--- src/rtl/pxr_pkg.sv ---
package pxr_pkg;

    localparam int NTAP = 4;

    typedef enum logic {
        MODE_QUAD = 1'b0,
        MODE_DUAL = 1'b1
    } tap_mode_e;

    typedef struct packed {
        logic sol;
        logic eol;
    } edge_flags_t;

    // Line-buffer address (pixel number minus one) of useful sample k on a tap.
    function automatic int tap_addr(tap_mode_e m, int tap, int k, int n);
        int a;
        a = 0;
        case (tap)
            0: a = 2 * k;
            1: a = 2 * k + 1;
            2: a = (m == MODE_QUAD) ? (n - 2 - 2 * k) : 0;
            default: a = (m == MODE_QUAD) ? (n - 1 - 2 * k) : 0;
        endcase
        return a;
    endfunction

    function automatic logic tap_used(tap_mode_e m, int tap);
        return (m == MODE_QUAD) || (tap < 2);
    endfunction

    function automatic int skip_len(tap_mode_e m, int pre);
        return (m == MODE_QUAD) ? pre : 2 * pre;
    endfunction

    function automatic int last_k(tap_mode_e m, int n);
        return (m == MODE_QUAD) ? (n / 4 - 1) : (n / 2 - 1);
    endfunction

endpackage

--- src/rtl/pxr_lane_ram.sv ---
module pxr_lane_ram #(
    parameter int DW    = 12,
    parameter int AW_L  = 4,
    localparam int DEPTH = 2 ** AW_L
) (
    input  logic            clk,
    input  logic            we,
    input  logic [AW_L-1:0] waddr,
    input  logic [DW-1:0]   wdata,
    input  logic [AW_L-1:0] raddr,
    output logic [DW-1:0]   rdata
);
    logic [DW-1:0] mem [DEPTH];

    always_ff @(posedge clk) begin
        if (we) mem[waddr] <= wdata;
    end

    assign rdata = mem[raddr];
endmodule

--- src/rtl/pxr_addr_gen.sv ---
module pxr_addr_gen
    import pxr_pkg::*;
#(
    parameter int N   = 48,
    parameter int PRE = 43,
    parameter int DW  = 12,
    localparam int AW  = $clog2(N),
    localparam int LAW = AW - 1,
    localparam int BW  = $clog2(2 * PRE + N / 2 + 1)
) (
    input  logic                       clk,
    input  logic                       rst,
    input  logic                       line_start,
    input  tap_mode_e                  mode_in,
    input  logic                       tap_vld,
    input  logic [NTAP-1:0][DW-1:0]    tap_data,
    input  logic                       full_w,
    input  logic                       wbank,
    output logic [NTAP-1:0]            lane_we,
    output logic [NTAP-1:0][LAW-1:0]   lane_addr,
    output logic [NTAP-1:0][DW-1:0]    lane_data,
    output logic                       wr_done,
    output logic                       line_drop
);
    logic                     writing;
    tap_mode_e                mode_q;
    logic [BW-1:0]            beat;
    logic                     fire;
    int                       kidx;
    int                       skip;
    logic [NTAP-1:0][AW-1:0]  taddr;

    always_comb begin
        skip    = skip_len(mode_q, PRE);
        kidx    = int'(beat) - skip;
        fire    = writing && tap_vld && !line_start && (int'(beat) >= skip);
        wr_done = fire && (kidx == last_k(mode_q, N));
        for (int t = 0; t < NTAP; t++) begin
            taddr[t] = AW'(tap_addr(mode_q, t, kidx, N));
        end
        for (int l = 0; l < NTAP; l++) begin
            lane_we[l]   = 1'b0;
            lane_addr[l] = '0;
            lane_data[l] = '0;
            for (int t = 0; t < NTAP; t++) begin
                if (fire && tap_used(mode_q, t) && (taddr[t][1:0] == 2'(l))) begin
                    lane_we[l]   = 1'b1;
                    lane_addr[l] = {wbank, taddr[t][AW-1:2]};
                    lane_data[l] = tap_data[t];
                end
            end
        end
    end

    always_ff @(posedge clk) begin
        if (rst) begin
            writing   <= 1'b0;
            mode_q    <= MODE_QUAD;
            beat      <= '0;
            line_drop <= 1'b0;
        end else begin
            line_drop <= 1'b0;
            if (line_start) begin
                if (!full_w) begin
                    writing <= 1'b1;
                    mode_q  <= mode_in;
                    beat    <= '0;
                end else begin
                    writing   <= 1'b0;
                    line_drop <= 1'b1;
                end
            end else if (writing && tap_vld) begin
                if (wr_done) writing <= 1'b0;
                else         beat    <= beat + 1'b1;
            end
        end
    end
endmodule

--- src/rtl/pxr_bank_ctl.sv ---
module pxr_bank_ctl (
    input  logic clk,
    input  logic rst,
    input  logic wr_done,
    input  logic rd_done,
    output logic wbank,
    output logic rbank,
    output logic full_w,
    output logic full_r
);
    logic [1:0] full_q;
    logic [1:0] full_n;

    always_comb begin
        full_n = full_q;
        if (wr_done) full_n[wbank] = 1'b1;
        if (rd_done) full_n[rbank] = 1'b0;
    end

    always_ff @(posedge clk) begin
        if (rst) begin
            full_q <= '0;
            wbank  <= 1'b0;
            rbank  <= 1'b0;
        end else begin
            full_q <= full_n;
            if (wr_done) wbank <= ~wbank;
            if (rd_done) rbank <= ~rbank;
        end
    end

    assign full_w = full_q[wbank];
    assign full_r = full_q[rbank];
endmodule

--- src/rtl/pxr_rd_stream.sv ---
module pxr_rd_stream
    import pxr_pkg::*;
#(
    parameter int N = 48,
    localparam int AW = $clog2(N)
) (
    input  logic          clk,
    input  logic          rst,
    input  logic          full_r,
    input  logic          out_ready,
    output logic          out_valid,
    output edge_flags_t   flags,
    output logic [AW-1:0] rd_addr,
    output logic          rd_done
);
    logic [AW-1:0] ptr;

    assign out_valid = full_r;
    assign flags.sol = (ptr == '0);
    assign flags.eol = (ptr == AW'(N - 1));
    assign rd_done   = full_r && out_ready && flags.eol;
    assign rd_addr   = ptr;

    always_ff @(posedge clk) begin
        if (rst) begin
            ptr <= '0;
        end else if (full_r && out_ready) begin
            ptr <= flags.eol ? '0 : ptr + 1'b1;
        end
    end
endmodule

--- src/rtl/pxr_order_top.sv ---
module pxr_order_top
    import pxr_pkg::*;
#(
    parameter int N   = 48,
    parameter int PRE = 43,
    parameter int DW  = 12,
    localparam int AW  = $clog2(N),
    localparam int LAW = AW - 1
) (
    input  logic          clk,
    input  logic          rst,
    input  logic          line_start,
    input  logic          mode_dual,
    input  logic          tap_vld,
    input  logic [DW-1:0] tap_a,
    input  logic [DW-1:0] tap_b,
    input  logic [DW-1:0] tap_c,
    input  logic [DW-1:0] tap_d,
    output logic          out_valid,
    input  logic          out_ready,
    output logic [DW-1:0] out_data,
    output logic          out_sol,
    output logic          out_eol,
    output logic          line_drop
);
    logic [NTAP-1:0]          lane_we;
    logic [NTAP-1:0][LAW-1:0] lane_waddr;
    logic [NTAP-1:0][DW-1:0]  lane_wdata;
    logic [NTAP-1:0][DW-1:0]  lane_rdata;
    logic                     wr_done, rd_done;
    logic                     wbank, rbank, full_w, full_r;
    logic [AW-1:0]            rd_addr;
    edge_flags_t              flags;

    pxr_addr_gen #(.N(N), .PRE(PRE), .DW(DW)) u_wr (
        .clk       (clk),
        .rst       (rst),
        .line_start(line_start),
        .mode_in   (tap_mode_e'(mode_dual)),
        .tap_vld   (tap_vld),
        .tap_data  ({tap_d, tap_c, tap_b, tap_a}),
        .full_w    (full_w),
        .wbank     (wbank),
        .lane_we   (lane_we),
        .lane_addr (lane_waddr),
        .lane_data (lane_wdata),
        .wr_done   (wr_done),
        .line_drop (line_drop)
    );

    pxr_bank_ctl u_bank (
        .clk    (clk),
        .rst    (rst),
        .wr_done(wr_done),
        .rd_done(rd_done),
        .wbank  (wbank),
        .rbank  (rbank),
        .full_w (full_w),
        .full_r (full_r)
    );

    pxr_rd_stream #(.N(N)) u_rd (
        .clk      (clk),
        .rst      (rst),
        .full_r   (full_r),
        .out_ready(out_ready),
        .out_valid(out_valid),
        .flags    (flags),
        .rd_addr  (rd_addr),
        .rd_done  (rd_done)
    );

    for (genvar l = 0; l < NTAP; l++) begin : g_lane
        pxr_lane_ram #(.DW(DW), .AW_L(LAW)) u_ram (
            .clk  (clk),
            .we   (lane_we[l]),
            .waddr(lane_waddr[l]),
            .wdata(lane_wdata[l]),
            .raddr({rbank, rd_addr[AW-1:2]}),
            .rdata(lane_rdata[l])
        );
    end

    assign out_data = lane_rdata[rd_addr[1:0]];
    assign out_sol  = flags.sol;
    assign out_eol  = flags.eol;
endmodule

--- config.mk ---
export PLATFORM = sky130hd
export DESIGN_NAME = pxr_order_top
export DESIGN_NICKNAME = d
export VERILOG_FILES = /design/src/rtl/pxr_pkg.sv /design/src/rtl/pxr_lane_ram.sv /design/src/rtl/pxr_addr_gen.sv /design/src/rtl/pxr_bank_ctl.sv /design/src/rtl/pxr_rd_stream.sv /design/src/rtl/pxr_order_top.sv
export SDC_FILE = /design/constraint.sdc
export NUM_CORES = 2
export LEC_CHECK = 0
export ABC_CLOCK_PERIOD_IN_PS = 9500
export BUFFER_PORTS_ARGS = -buffer_cell sky130_fd_sc_hd__buf_2
export CORE_ASPECT_RATIO = 2
export CORE_MARGIN = 8
export CORE_UTILIZATION = 45
export CTS_CLUSTER_DIAMETER = 60
export CTS_CLUSTER_SIZE = 25
export DETAILED_ROUTE_END_ITERATION = 10
export GPL_TIMING_DRIVEN = 0
export HOLD_SLACK_MARGIN = 0.15
export PLACE_DENSITY_LB_ADDON = 0.3
export SLEW_MARGIN = 20
export SYNTH_ARGS = -nofsm -noshare
export SYNTH_HDL_FRONTEND = slang
export SYNTH_SLANG_ARGS = --single-unit
export TNS_END_PERCENT = 5
--- constraint.sdc ---
create_clock -name clk -period 9.5 [get_ports clk]
set_clock_uncertainty 0.1 [all_clocks]
set_input_delay 0.95 -clock clk [delete_from_list [all_inputs] [get_ports clk]]
set_output_delay 0.95 -clock clk [all_outputs]
set_load 0.05 [all_outputs]
# After elaboration in Yosys (flattened, before gate mapping)
# Memories as Yosys holds them, arrays and structs flattened.
# Index checks and enable logic that the tools add are counted.
[totals]
register_bits = 20
ram_bits = 1536
inputBits = 54
output_inout_bits = 16
wordCells = 156
memories = 4
[classes]
addsub = 6
magnitude_cmp = 6
n_eq_ne = 13
n_mux = 76
bitwise = 8
n_reduce_logical = 35
[mem_list]
columns = ["name", "depth", "width", "rd", "rd_ports_with_merged_regs", "write_ports", "line", "source"]
rows = [
  ["g_lane[0].u_ram.mem", 32, 12, 1, 0, 1, "pxr_lane_ram.sv:13", "logic [DW-1:0] mem [DEPTH];"],
  ["g_lane[1].u_ram.mem", 32, 12, 1, 0, 1, "pxr_lane_ram.sv:13", ""],
  ["g_lane[2].u_ram.mem", 32, 12, 1, 0, 1, "pxr_lane_ram.sv:13", ""],
  ["g_lane[3].u_ram.mem", 32, 12, 1, 0, 1, "pxr_lane_ram.sv:13", ""],
]
[op_table]
columns = ["operator", "n"]
rows = [
  ["two-way mux 12 bit", 15],
  ["two-way mux 5 bit", 15],
  ["two-way mux 7 bit", 5],
  ["two-way mux 1 bit", 33],
  ["== test 32 x 6 -> 1 bit", 1],
  [">= comparator 8 x 32 -> 1 bit", 1],
  ["binary-select mux 12 bit (select 2 bit)", 1],
  ["logical AND 1 bit", 23],
  ["two-way mux 6 bit", 3],
  ["== test 2 bit, second input constant", 6],
  ["subtractor 6 bit, first input constant", 2],
  ["zero test 2 bit", 4],
  ["subtractor 7 x 7 -> 8 bit", 1],
  ["adder 7 x 1 -> 7 bit, second input constant", 1],
  ["adder 6 x 1 -> 6 bit, second input constant", 1],
  ["adder 6 x 2 -> 6 bit, second input constant", 1],
  ["== test 2 x 1 -> 1 bit, second input constant", 3],
  ["== test 6 bit, second input constant", 1],
  ["zero test 6 bit", 1],
  ["NOT 1 bit", 5],
  ["< comparator 1 x 2 -> 1 bit, second input constant", 2],
  ["two-way mux 2 bit", 2],
  ["inequality test 2 bit, second input constant", 2],
  ["AND reduction 2 bit", 2],
  ["other kinds (10)", 13],
]

# Depth between registers and ports, before layout
[depth]
word_depth = 10
ltp_mapped = 13

# Hierarchy
# From an unflattened synthesis, not the netlist that was laid out.
[hier_totals]
hier_cells = 3826
hier_area_um2 = 63581.0
[modules_own_cells]
columns = ["module", "n_inst", "cells_each", "area_each_um2"]
rows = [
  ["pxr_lane_ram", 4, 856, 15228.4],
  ["pxr_addr_gen", 1, 331, 1870.5],
  ["pxr_rd_stream", 1, 39, 332.8],
  ["pxr_order_top", 1, 14, 294.0],
  ["pxr_bank_ctl", 1, 18, 170.2],
]

# Worst setup path before layout
# No wires, ideal clock.
[synth_timing]
kind = "register to register"
start = "register u_wr.mode_q"
end = "memory g_lane[2].u_ram.mem[25][0] (enable)"
setup_ns = 0.417
arrival_time_ns = 3.843
t_required_ns = 8.983
slack_ns = 5.140
stages_incl_launch_ff = 12
path_buffers = 1
synth_period_minus_slack_ns = 4.360
cell_sequence = "dfxtp_1 > inv_1 > ha_1 > inv_1 > ha_1 > xor2_1 > inv_2 > ha_1 > clkbuf_1 > nor2_1 > mux2i_1 > nor4b_1"
[synth_via]
elab_chain_len = 10
elab_cells_between_ends = 28
[synth_rtl]
columns = ["element", "line", "source"]
rows = [
  ["start, declared", "pxr_addr_gen.sv:26", "tap_mode_e mode_q;"],
  ["start signal, assigned", "pxr_addr_gen.sv:66", "mode_q <= mode_in;"],
  ["two-way mux 7 bit", "pxr_pkg.sv:33", "return (m == MODE_QUAD) ? pre : 2 * pre;"],
  ["subtractor 7 x 7 -> 8 bit or >= comparator 8 x 32 -> 1 bit (tied branches)", "pxr_addr_gen.sv:35, pxr_addr_gen.sv:36", ""],
  ["adder 6 x 2 -> 6 bit (tied with other cells)", "pxr_pkg.sv:21", "1: a = 2 * k + 1;"],
  ["== test 2 bit (tied with other cells)", "pxr_addr_gen.sv:46", "if (fire && tap_used(mode_q, t) && (taddr[t][1:0] == 2'(l))) begin"],
  ["logical AND 1 bit (tied with other cells)", "pxr_addr_gen.sv:46", ""],
  ["two-way mux 1 bit or logical AND 1 bit (tied branches)", "pxr_addr_gen.sv:46", ""],
  ["two-way mux 1 bit (2 in a row)", "pxr_addr_gen.sv:46", ""],
  ["two-way mux 1 bit", "pxr_lane_ram.sv:16", "if (we) mem[waddr] <= wdata;"],
  ["two-way mux 1 bit (implied by the code)", "pxr_lane_ram.sv:16", ""],
  ["end, declared", "pxr_lane_ram.sv:13", ""],
]
# Parallel ways exist; a longest one is shown, timed or not.

# Worst setup path in the final report
[layout_timing]
start = "register u_rd.ptr[4], in the netlist u_rd.rd_addr[4]"
end = "output out_data[2]"
[layout_via]
elab_chain_len = 3
elab_cells_between_ends = 6
[layout_rtl]
columns = ["element", "line", "source"]
rows = [
  ["start, declared", "pxr_rd_stream.sv:16", "logic [AW-1:0] ptr;"],
  ["start signal, assigned", "pxr_rd_stream.sv:28", "ptr <= flags.eol ? '0 : ptr + 1'b1;"],
  ["memory read (32 x 12 bit)", "-", ""],
  ["binary-select mux 12 bit (select 2 bit) (*)", "pxr_order_top.sv:84", "assign out_data = lane_rdata[rd_addr[1:0]];"],
  ["two-way mux 12 bit (implied by the code) (*)", "pxr_order_top.sv:84", ""],
  ["end, declared", "pxr_order_top.sv:21", "output logic [DW-1:0] out_data,"],
]
# Every way passes the cells marked *; elsewhere a longest branch is shown, timed or not. The select of a mux whose other input is x is not followed.

==> flow_summary.rst <==
.. list-table::
   :header-rows: 1

   * - Metric
     - Value
   * - CTS tree
     - done
   * - Std-Cell Rows
     - 192
   * - # DRC
     - 2
   * - Endpoint type of the worst setup path
     - output port
   * - Hold buffer count at CTS
     - 0
   * - Die Outline Area
     - 150,000 um^2
   * - RSZ-0062 raised after global routing
     - false
   * - Worst Path Max Fanout
     - 10
   * - First-pass GRT wire length
     - 247 mm
   * - Primary FF master, synth
     - edfxtp_1
   * - Clk Latency, worst-skew pair
     - 0.71 ns
   * - Fin nets
     - 3,510
   * - Maximum vdd drop
     - 0.114 mV
   * - Count of pins over their slew limit
     - 0
   * - Arrival @ worst endpoint
     - 5.36 ns
   * - Layout cells sized above 1
     - 23.3%
   * - Count of maximum capacitance violations
     - 0
   * - Seq cells post-synth
     - 1,556
   * - Count of flip-flops with a built-in enable after synthesis
     - 1,536
   * - Core Region
     - 136,000 um^2
   * - Dominant cell by count in the synthesized netlist
     - edfxtp_1
   * - Height of the chip
     - 539 um
   * - Ranking of synthesized cells by instance count
     - 1,536 x edfxtp_1, 288 x mux4_2, 198 x mux2i_1, 193 x a22oi_1, 128 x nor2_1
   * - Post-synth cell types
     - 66
   * - Worst hold slack across all endpoints
     - 0.421 ns
   * - Cell taking the most area after synthesis
     - edfxtp_1
   * - Final hold violation count
     - 0
   * - Overall Global Routing Usage
     - 23.4%
   * - Overall via count from detail_route
     - 32,300
   * - Share of the synthesized area in the top cell type
     - 74.9%
   * - Worst-path clk slew
     - 0.10 ns
   * - Syn. warnings
     - 0
   * - Proportion of synthesized flip-flops having asynchronous set or reset
     - 0%
   * - Post-CTS setup buffers
     - 0
   * - Initial Util
     - 45.1%
   * - First-pass DRT Iterations
     - 9
   * - Launching element type of the critical path
     - flop
   * - Post-cts sizing count
     - 0
   * - Post-synthesis net count
     - 3,256
   * - Grt total ovfl
     - 0
   * - Number of primary I/O pins
     - 70
   * - Relative max-transition margin
     - 14.6%
   * - IO buf count
     - 69
   * - DPL Wire Length
     - 133 mm
   * - Highest clock frequency the design can meet
     - 156 MHz
   * - Setup violators final
     - 0
   * - Endpoint required time on the critical path
     - 8.45 ns
   * - Final cell count without fillers
     - 5,224
   * - Initial antenna violation count
     - 6
   * - Placement Setup Slack
     - 3.81 ns
   * - Total Wirelength
     - 177 mm
   * - Layout area overhead
     - 11.8%
   * - Placed Cells incl. Taps
     - 5,111
   * - Violations in the final reports
     - design-rule violations
   * - WL per Instance
     - 33.9 um
   * - Number of buffers created by CTS
     - 73
   * - Die outline width
     - 278 um
   * - Root Driver
     - clkbuf_16
   * - Maximum buffer depth of the clock tree
     - 3
   * - Pwr per Cell Area
     - 162 nW/um^2
   * - Pin count of the biggest net entering global routing
     - 33
   * - Result of the run
     - finished with violations
   * - Gpl congestion
     - 0.992
   * - Max H-tree Level
     - 3
   * - Initial detailed-routing violation count
     - 3,436
   * - Least setup slack across all paths after layout
     - 3.09 ns
   * - Number of global-route vias before repair
     - 33,400
   * - Leakage power
     - 0.0166 uW
   * - Worst Max-Slew Pin Slew
     - 1.28 ns
   * - CTS sink count
     - 1,556
   * - Setup TNS
     - 0 ns
   * - Netlist Area Pre-Place
     - 61,600 um^2
   * - Average instance area after synthesis
     - 19.3 um^2
   * - Worst min-delay path category
     - reg -> reg
   * - Final antenna-violating net count
     - 0
   * - Vias per std cell
     - 6.19
   * - Post-Synthesis Cells
     - 3,187
   * - Time the final worst path needs with I/O delays and setup
     - 6.41 ns
   * - Proportion of synthesized chip area in sequential cells
     - 75.6%
   * - Overall power after layout
     - 11,100 uW
   * - Final critical-path share of the clock period
     - 67.5%
   * - Start-to-end type of the worst setup path
     - reg -> out
   * - Most area-consuming cells after synthesis
     - edfxtp_1 75%, mux4_2 11%, mux2i_1 3.2%
==> critical path, cell delays in order, from the launching register on <==
cell and delay (ns):
dfxtp_1 0.32, buf_2 0.18, buf_1 0.80, clkbuf_1 0.57, mux4_2 0.47, a221oi_1 0.92
o22ai_1 0.30, a221oi_1 0.63, nand2_1 0.18, buf_2 0.25
==> metal layers <==
| metal | routed length [um] | part of all wire [%] | up-vias | global-route usage (%) |
|---|---|---|---|---|
| li1 | - | - | 13600 | - |
| met1 | 55400 | 31 | 16900 | 23.3 |
| met2 | 92500 | 52 | 1359 | 41.6 |
| met3 | 9960 | 5.6 | 423 | 3.58 |
| met4 | 19300 | 11 | 0 | 21.1 |
| met5 | 0 | 0 | - | 0.0324 |
==> placed cells by master (no fill, tap or decap), types with 10 or more instances in the layout <==
cell	count
buf_4	31
clkbuf_1	131
nand3_1	90
edfxtp_1	1536
o21ai_4	24
inv_1	14
mux4_2	288
o22ai_1	13
buf_2	139
nor3_2	19
or3_1	13
nor2_2	69
a22oi_1	193
a21oi_4	25
a21oi_1	47
nor3b_2	10
buf_1	16
ha_1	15
mux2i_1	196
nor2_1	60
buf_16	33
nand4_1	26
and3_1	12
a22o_1	24
dfxtp_1	20
clkbuf_16	77
buf_6	22
a221oi_1	36
nand2_1	119
o21ai_0	15
==> through the flow <==
stage                     util, %  area, um^2
after global routing         50.5       68900
final                        50.5       68900
after floorplan                 -       61600
after CTS                    50.4       68800
after detailed placement     48.9       66700
after global placement       47.0       64100
==> kinds of logic (layout without fill, tap and decap cells) <==
| logic type | after synthesis | after routing | share of synthesized area, % |
|---|---|---|---|
| other | 0 | 3 | 0 |
| XOR/XNOR | 12 | 12 | 0.215 |
| flip-flops | 1556 | 1556 | 75.6 |
| AO/OA/AOI/OAI | 417 | 417 | 4.78 |
| multiplexers | 490 | 490 | 13.8 |
| adder cells (fa/ha/maj) | 15 | 15 | 0.305 |
| buffers and inverters | 207 | 495 | 1.44 |
| AND/OR/NAND/NOR | 490 | 490 | 3.88 |
==> report_power, final <==
| part | internal (uW) | switching, uW |
|---|---|---|
| sequential | 7410 | 1.91 |
| clock | 1530 | 2050 |
| combinational | 33.9 | 90.1 |
==> registers in the layout, summed over array words and instances (netlist names) <==
name              count
g_lane.u_ram.mem   1536
u_wr.beat             7
u_rd.rd_addr          6
u_bank.full_q         2
u_bank.rbank          1
u_bank.wbank          1
u_wr.line_drop        1
u_wr.mode_q           1
u_wr.writing          1
==> layout make-up <==
| cell class | count | area, um^2 |
|---|---|---|
| timing repair buffer | 179 | 1990 |
| clock buffer | 101 | 2020 |
| multi-input combinational | 1424 | 15100 |
| inverter | 15 | 56.3 |
| antenna | 3 | 7.51 |
| fill | 10800 | 67600 |
| clock inverter | 8 | 93.8 |
| sequential | 1556 | 46500 |
| buffer | 192 | 842 |
| tap | 1746 | 2180 |
==> path summary, 6_finish.rpt <==
| check | cells after the start | slack (ns) | endpoint | from |
|---|---|---|---|---|
| max | 9 | 3.09 | out_data[2] | u_rd.rd_addr[4]$_SDFFE_PP0P_ |
| min | 2 | 0.42 | u_wr.beat[6]$_SDFFE_PP0P_ | u_wr.beat[6]$_SDFFE_PP0P_ |
| max reg2reg | 13 | 3.81 | g_lane[1].u_ram.mem[4][7]$_DFFE_PP_ | u_wr.mode_q$_SDFFE_PP0P_ |
| min reg2reg | 2 | 0.42 | u_wr.beat[6]$_SDFFE_PP0P_ | u_wr.beat[6]$_SDFFE_PP0P_ |
(Power assumes the default switching activity.)
